$ cat src/rtl/tmr_pkg.sv
package tmr_pkg;
  typedef enum logic [1:0] {
    ST_RUN       = 2'd0,
    ST_RELOADING = 2'd1,
    ST_RELOADED  = 2'd2
  } rld_state_e;

  localparam logic [1:0] A_DIV = 2'd0;
  localparam logic [1:0] A_CNT = 2'd1;
  localparam logic [1:0] A_MOD = 2'd2;
  localparam logic [1:0] A_CTL = 2'd3;

  localparam int CTL_W  = 3;
  localparam int SEL_W  = 2;
  localparam int N_TAPS = 4;
endpackage

$ cat src/rtl/tmr_divider.sv
module tmr_divider #(
  parameter int DIV_W = 16,
  parameter int TAP0  = 9,
  parameter int TAP1  = 3,
  parameter int TAP2  = 5,
  parameter int TAP3  = 7
) (
  input  logic             clk,
  input  logic             rst_n,
  input  logic             clr,
  output logic [DIV_W-1:0] div_q,
  output logic [3:0]       tap_cur,
  output logic [3:0]       tap_nxt
);
  localparam int TAPS [4] = '{TAP0, TAP1, TAP2, TAP3};

  logic [DIV_W-1:0] div_nxt;

  always_comb begin
    if (clr) div_nxt = '0;
    else     div_nxt = div_q + 1'b1;
  end

  always_ff @(posedge clk) begin
    if (!rst_n) div_q <= '0;
    else        div_q <= div_nxt;
  end

  for (genvar i = 0; i < 4; i++) begin : g_tap
    assign tap_cur[i] = div_q[TAPS[i]];
    assign tap_nxt[i] = div_nxt[TAPS[i]];
  end
endmodule

$ cat src/rtl/tmr_tap_sel.sv
module tmr_tap_sel #(
  parameter int SEL_W = 2
) (
  input  logic [(1<<SEL_W)-1:0] taps,
  input  logic [SEL_W-1:0]      sel,
  input  logic                  en,
  output logic                  gated
);
  assign gated = taps[sel] & en;
endmodule

$ cat src/rtl/tmr_ctl_regs.sv
module tmr_ctl_regs #(
  parameter int DATA_W = 8,
  parameter int CTL_W  = 3
) (
  input  logic              clk,
  input  logic              rst_n,
  input  logic              wr_ctl,
  input  logic              wr_mod,
  input  logic [DATA_W-1:0] wdata,
  output logic [CTL_W-1:0]  ctl_q,
  output logic [CTL_W-1:0]  ctl_nxt,
  output logic [DATA_W-1:0] mod_q
);
  assign ctl_nxt = wr_ctl ? wdata[CTL_W-1:0] : ctl_q;

  always_ff @(posedge clk) begin
    if (!rst_n) begin
      ctl_q <= '0;
      mod_q <= '0;
    end else begin
      ctl_q <= ctl_nxt;
      if (wr_mod) mod_q <= wdata;
    end
  end
endmodule

$ cat src/rtl/tmr_counter.sv
module tmr_counter
  import tmr_pkg::*;
#(
  parameter int DATA_W     = 8,
  parameter int RELOAD_CYC = 4
) (
  input  logic              clk,
  input  logic              rst_n,
  input  logic              step,
  input  logic              wr_cnt,
  input  logic              wr_mod,
  input  logic [DATA_W-1:0] wdata,
  input  logic [DATA_W-1:0] mod_q,
  output logic [DATA_W-1:0] cnt_q,
  output rld_state_e        state_q,
  output logic              irq
);
  localparam int WAIT_W = (RELOAD_CYC > 1) ? $clog2(RELOAD_CYC) : 1;
  localparam logic [WAIT_W-1:0] WAIT_LAST = WAIT_W'(RELOAD_CYC - 1);

  logic [DATA_W-1:0] cnt_n;
  rld_state_e        st_n;
  logic [WAIT_W-1:0] wait_q, wait_n;

  always_comb begin
    cnt_n  = cnt_q;
    st_n   = state_q;
    wait_n = wait_q;
    unique case (state_q)
      ST_RUN: begin
        if (wr_cnt) begin
          cnt_n = wdata;
        end else if (step) begin
          if (&cnt_q) begin
            cnt_n  = '0;
            st_n   = ST_RELOADING;
            wait_n = '0;
          end else begin
            cnt_n = cnt_q + 1'b1;
          end
        end
      end
      ST_RELOADING: begin
        if (wr_cnt) begin
          cnt_n = wdata;
          st_n  = ST_RUN;
        end else if (wait_q == WAIT_LAST) begin
          cnt_n = mod_q;
          st_n  = ST_RELOADED;
        end else begin
          wait_n = wait_q + 1'b1;
        end
      end
      ST_RELOADED: begin
        st_n = ST_RUN;
        if (wr_mod) cnt_n = wdata;
      end
      default: st_n = ST_RUN;
    endcase
  end

  always_ff @(posedge clk) begin
    if (!rst_n) begin
      cnt_q   <= '0;
      state_q <= ST_RUN;
      wait_q  <= '0;
    end else begin
      cnt_q   <= cnt_n;
      state_q <= st_n;
      wait_q  <= wait_n;
    end
  end

  assign irq = (state_q == ST_RELOADED);
endmodule

$ cat src/rtl/tap_timer.sv
module tap_timer
  import tmr_pkg::*;
#(
  parameter int DIV_W      = 16,
  parameter int DATA_W     = 8,
  parameter int RELOAD_CYC = 4,
  parameter int TAP0       = 9,
  parameter int TAP1       = 3,
  parameter int TAP2       = 5,
  parameter int TAP3       = 7
) (
  input  logic              clk,
  input  logic              rst_n,
  input  logic              wr_en,
  input  logic [1:0]        wr_addr,
  input  logic [DATA_W-1:0] wr_data,
  input  logic [1:0]        rd_addr,
  output logic [DATA_W-1:0] rd_data,
  output logic              irq
);
  localparam int PAD_W = DATA_W - CTL_W;

  logic [DIV_W-1:0]  div_q;
  logic [3:0]        tap_cur, tap_nxt;
  logic [CTL_W-1:0]  ctl_q, ctl_nxt;
  logic [DATA_W-1:0] mod_q, cnt_q;
  rld_state_e        state_q;
  logic              g_cur, g_nxt, step;
  logic              wr_div, wr_cnt, wr_mod, wr_ctl;

  assign wr_div = wr_en && (wr_addr == A_DIV);
  assign wr_cnt = wr_en && (wr_addr == A_CNT);
  assign wr_mod = wr_en && (wr_addr == A_MOD);
  assign wr_ctl = wr_en && (wr_addr == A_CTL);

  tmr_divider #(.DIV_W(DIV_W), .TAP0(TAP0), .TAP1(TAP1), .TAP2(TAP2), .TAP3(TAP3)) u_div (
    .clk(clk), .rst_n(rst_n), .clr(wr_div),
    .div_q(div_q), .tap_cur(tap_cur), .tap_nxt(tap_nxt)
  );

  tmr_ctl_regs #(.DATA_W(DATA_W), .CTL_W(CTL_W)) u_regs (
    .clk(clk), .rst_n(rst_n), .wr_ctl(wr_ctl), .wr_mod(wr_mod), .wdata(wr_data),
    .ctl_q(ctl_q), .ctl_nxt(ctl_nxt), .mod_q(mod_q)
  );

  tmr_tap_sel #(.SEL_W(SEL_W)) u_tap_cur (
    .taps(tap_cur), .sel(ctl_q[SEL_W-1:0]), .en(ctl_q[SEL_W]), .gated(g_cur)
  );

  tmr_tap_sel #(.SEL_W(SEL_W)) u_tap_nxt (
    .taps(tap_nxt), .sel(ctl_nxt[SEL_W-1:0]), .en(ctl_nxt[SEL_W]), .gated(g_nxt)
  );

  assign step = g_cur & ~g_nxt;

  tmr_counter #(.DATA_W(DATA_W), .RELOAD_CYC(RELOAD_CYC)) u_cnt (
    .clk(clk), .rst_n(rst_n), .step(step), .wr_cnt(wr_cnt), .wr_mod(wr_mod),
    .wdata(wr_data), .mod_q(mod_q), .cnt_q(cnt_q), .state_q(state_q), .irq(irq)
  );

  always_comb begin
    unique case (rd_addr)
      A_DIV:   rd_data = div_q[DIV_W-1 -: DATA_W];
      A_CNT:   rd_data = cnt_q;
      A_MOD:   rd_data = mod_q;
      default: rd_data = {{PAD_W{1'b1}}, ctl_q};
    endcase
  end
endmodule

$ cat config.mk
export PLATFORM = sky130hd
export DESIGN_NAME = tap_timer
export DESIGN_NICKNAME = d
export VERILOG_FILES = /design/src/rtl/tmr_pkg.sv /design/src/rtl/tmr_divider.sv /design/src/rtl/tmr_tap_sel.sv /design/src/rtl/tmr_ctl_regs.sv /design/src/rtl/tmr_counter.sv /design/src/rtl/tap_timer.sv
export SDC_FILE = /design/constraint.sdc
export NUM_CORES = 1
export LEC_CHECK = 0
export CAP_MARGIN = 20
export CELL_PAD_IN_SITES_DETAIL_PLACEMENT = 1
export CELL_PAD_IN_SITES_GLOBAL_PLACEMENT = 1
export CORE_ASPECT_RATIO = 0.7
export CORE_MARGIN = 2
export CORE_UTILIZATION = 39
export CTS_CLUSTER_SIZE = 25
export DETAILED_ROUTE_END_ITERATION = 16
export PLACE_DENSITY_LB_ADDON = 0.15
export SETUP_SLACK_MARGIN = 0.05
export SYNTH_ARGS = -nofsm -noshare
export SYNTH_HDL_FRONTEND = slang
export SYNTH_SLANG_ARGS = --single-unit
$ cat constraint.sdc
create_clock -name clk -period 2.1 [get_ports clk]
set_input_delay 0.42 -clock clk [delete_from_list [all_inputs] [get_ports clk]]
set_output_delay 0.42 -clock clk [all_outputs]
set_load 0.03 [all_outputs]
==> metrics list <==
* Status: finished, final reports clean
- The largest single stage delay on the critical path is 0.30 ns.
* Die extent in x: ~98 um
- Input and output buffers added on the ports amount to 23.
- Ordered cell list for the critical path: clkdlybuf4s15_1 > nand3_4 > mux2i_4 > buf_4 > a211o_1 > o311ai_4 > o211ai_1 > and2_4 > o221a_2
- Kind of path behind the tightest hold check: flop to flop
- Data on the critical path is required at its endpoint by around 2.3 ns.
- Fraction of final layout cells with drive strength greater than 1: 0.251
- A synthesized cell averages slightly below 9 um^2.
* Fraction of post-synthesis cell area in the top cell type by area: 0.320
- The later pin in the worst-skew pair is clocked with a latency of about 0.29 ns.
- Area added between synthesis and finish: 29.1%
- Initial antenna violation count: 0
- The via count of the first global-routing pass came to approximately 2,400.
- Overall Global Routing Usage: 0.218
* CP Max Fanout: 4
* Number of warnings issued by yosys: 0
- Yosys mapped a number of flops with a built-in enable equal to 0.
- Post-detailed-route count of antenna-violating nets: 0
* Clock period minus worst slack: 1.99 ns
* Detailed-route vias per instance: 5.54
- Pin count of the biggest net entering global routing: 27
* Filler Cell Count: roughly 760
- sky130_fd_sc_hd__dfxtp_1 takes more of the synthesized area than any other cell.
- The cell count after synthesis came out at 280.
- Capture instance of the worst register-to-register path: u_cnt.state_q[1]
- Setup repair after global routing missed its margin: no
- On the final layout, the worst hold slack is roughly 0.47 ns.
- Flop-to-flop setup slack: around 0.14 ns
- The worst hold path was traced through 2 stages.
- After detailed placement, the design holds a cell count of 408.
- Routed Wire Length: around 7400 um
- Clock skew after layout: a little under 0.004 ns
* Leading cell type by number of instances after synthesis: sky130_fd_sc_hd__dfxtp_1
- After routing the design area is 3150 um^2.
- Dividing the final minimum period by the clock period gives 0.946.
- Async set-or-reset flop fraction in the synthesized netlist: 0
* Reg clk slew, reported paths: approximately 0.080 ns
- The total overflow left after global routing is 0.
* Netlist Area Pre-Place: 2440 um^2
- The most critical setup path has its startpoint at wr_addr[1].
- Static timing analysis puts the maximum clock frequency at 503 MHz.
* Crit end category: flop
- The worst setup path is of the input port to flop kind.
- Number of flip-flops and latches in the synthesized netlist: 39
- The final layout contains between 300 and 400 nets.
- In this run the static leakage power is between 0.001 and 0.0015 uW.
* Initial standard-cell utilization of the core: 0.398
* Final core utilization: 0.513
* Net Count, Synth: between 300 and 400
- In the final routed layout, each cell accounts on average for about 18 um.
* Depth of the worst register-to-register path: 7
- Sink count of the clock tree: 39
* Max clock buf depth: 2
- Number of failing setup endpoints in the final timing report: 0
* Data arrival at the endpoint of the critical path: approximately 2.2 ns
- In this run the clock root is driven by a sky130_fd_sc_hd__clkbuf_8.
* CTS tree: built
* Number of CTS-inserted buffers: 5
- Number of top-level design ports: 24
- Number of standard-cell rows in the floorplan: 24
- Max-slew violation count: 0
- For this design the ratio of total power to cell area is 480 nW/um^2.
* Die H: approximately 70 um
* Worst reg2reg path startpoint: u_div.div_q[5]
* Placement-stage cell area: just over 3000 um^2
- Across all layers, the routed design uses 2,326 vias.
- Placed wire-length estimate: 5670 um
* Timing endpoint of the critical path: u_cnt.state_q[1]
- Top_reg_cell synth: sky130_fd_sc_hd__dfxtp_1
- Distinct cell type count of the synthesized netlist: 50
- In this run the tightest slew margin relative to its limit is 0.759.
* Max capacitance violation total: 0
- Seq/Total Area, Yosys: 0.320
* Gpl congestion: 0.814
- Antenna diode instance count: 0
- Final hold vios: 0
* First-pass GRT wire length: 12,100 um
- Number of levels the H-tree was split into: 2
* Detailed-router iteration count before antenna repair: 4
- Number of standard cells in the final layout excluding fillers: 420
- Core area: about 6100 um^2
* Maximum vdd drop: between 0.0002 and 0.00025 V
- At the pin with the least slew margin, the transition time is around 0.36 ns.
* Slowest stage cell on the critical path: sky130_fd_sc_hd__a211o_1
- The detailed router finished its first iteration with 120 violations.
- Commonest cells in the synthesized netlist: sky130_fd_sc_hd__dfxtp_1, sky130_fd_sc_hd__nand2_1, sky130_fd_sc_hd__nor2_1
- By area the synthesized netlist is led by sky130_fd_sc_hd__dfxtp_1, sky130_fd_sc_hd__mux2i_1, sky130_fd_sc_hd__nand2_1.
- Sort of element at the start of the critical path: input port
- Post-route DRC violation count: 0
* Final setup slack of the worst path: about 0.11 ns
- The die covers around 7000 um^2.
* Post-placement setup slack: -0.551 ns
final cells by class:
type | instances | area, um^2 | share of cell area
Tap cell | 78 | 97.6 | 0.0310
Timing Repair Buffer | 69 | 554 | 0.176
Sequential cell | 39 | 782 | 0.249
Multi-Input combinational cell | 219 | 1600 | 0.510
Clock inverter | 1 | 5.00 | 0.00159
Clock buffer | 7 | 76.3 | 0.0243
Inverter | 7 | 26.3 | 0.00835
metal layers:
layer  vias up  share of wire  GRT usage
met5         -              0          0
met4         0         0.0092     0.0487
met3         6          0.049     0.0410
met2        54           0.45      0.346
met1      1129           0.49      0.310
li1       1137              -          -
worst min-delay path by stage:
stage | start | to | slack, ns
floorplan | u_cnt.wait_q[1] | u_cnt.wait_q[1] | 0.44
global placement | u_cnt.wait_q[1] | u_cnt.wait_q[1] | 0.45
detailed placement | u_cnt.wait_q[1] | u_cnt.wait_q[1] | 0.46
CTS | u_cnt.wait_q[1] | u_cnt.wait_q[1] | 0.48
global route | u_cnt.wait_q[1] | u_cnt.wait_q[1] | 0.52
finish | u_cnt.wait_q[1] | u_cnt.wait_q[1] | 0.47
flip-flops by register name, indices dropped and copies added (netlist names):
name / cells
u_cnt.wait_q: 2
u_div.div_q: 16
u_cnt.cnt_q: 8
u_regs.mod_q: 8
u_regs.ctl_q: 3
u_cnt.state_q: 2
cell families (layout without fill, tap and decap cells):
family	count (synthesis)	count (layout)	synth area share
AO/OA/AOI/OAI	62	62	0.194
XOR/XNOR	16	16	0.0575
adder cells (fa/ha/maj)	6	6	0.0308
buffers and inverters	22	84	0.0380
flip-flops	39	39	0.320
multiplexers	25	25	0.131
AND/OR/NAND/NOR	110	110	0.229
critical path: cells and delay by family:
kind                   cells  cell delay [ns]
buffers and inverters      2             0.38
AOI/OAI and AO/OA          4             0.87
muxes                      1             0.21
and+or+nand+nor            2             0.28
where the power goes:
group	switching (uW)	internal [uW]	total, uW
Clock	272	234	506
Sequential	16.0	753	769
Combinational	121	113	234
layout by cell type, fill, tap and decap left out, drive strengths merged, types with 3 or more instances in the layout:
cell type and count:
a22o 10, o211ai 4, o21ai 14, a211oi 4, dlygate4sd2 4, xnor2 8
a211o 3, mux2 5, nand3 16, buf 55, nor2 25, inv 7
nor3 5, o22ai 6, and2 7, clkbuf 8, a22oi 4, nor2b 14
mux2i 16, dfxtp 39, nand2 27, ha 6, and3 4, xor2 8
mux4 4, clkdlybuf4s50 8, o22a 5
what timing repair did:
action / in CTS / in global routing
endpoints found under the setup margin: 21 / 11
resized for setup: 50 / 11
pin swaps: 3 / 7
cloned: 1 / 0
setup buffers: 1 / 2
hold buffers: 0 / 0
stage by stage:
| stage | power (uW) | TNS [ns] |
|---|---|---|
| after floorplan | 916 | 0 |
| after global placement | 1020 | -8.65 |
| after detailed placement | 1020 | -9.34 |
| after CTS | 1520 | 0 |
| after global routing | 1590 | 0 |
| final | 1510 | 0 |
(Power assumes the default switching activity.)
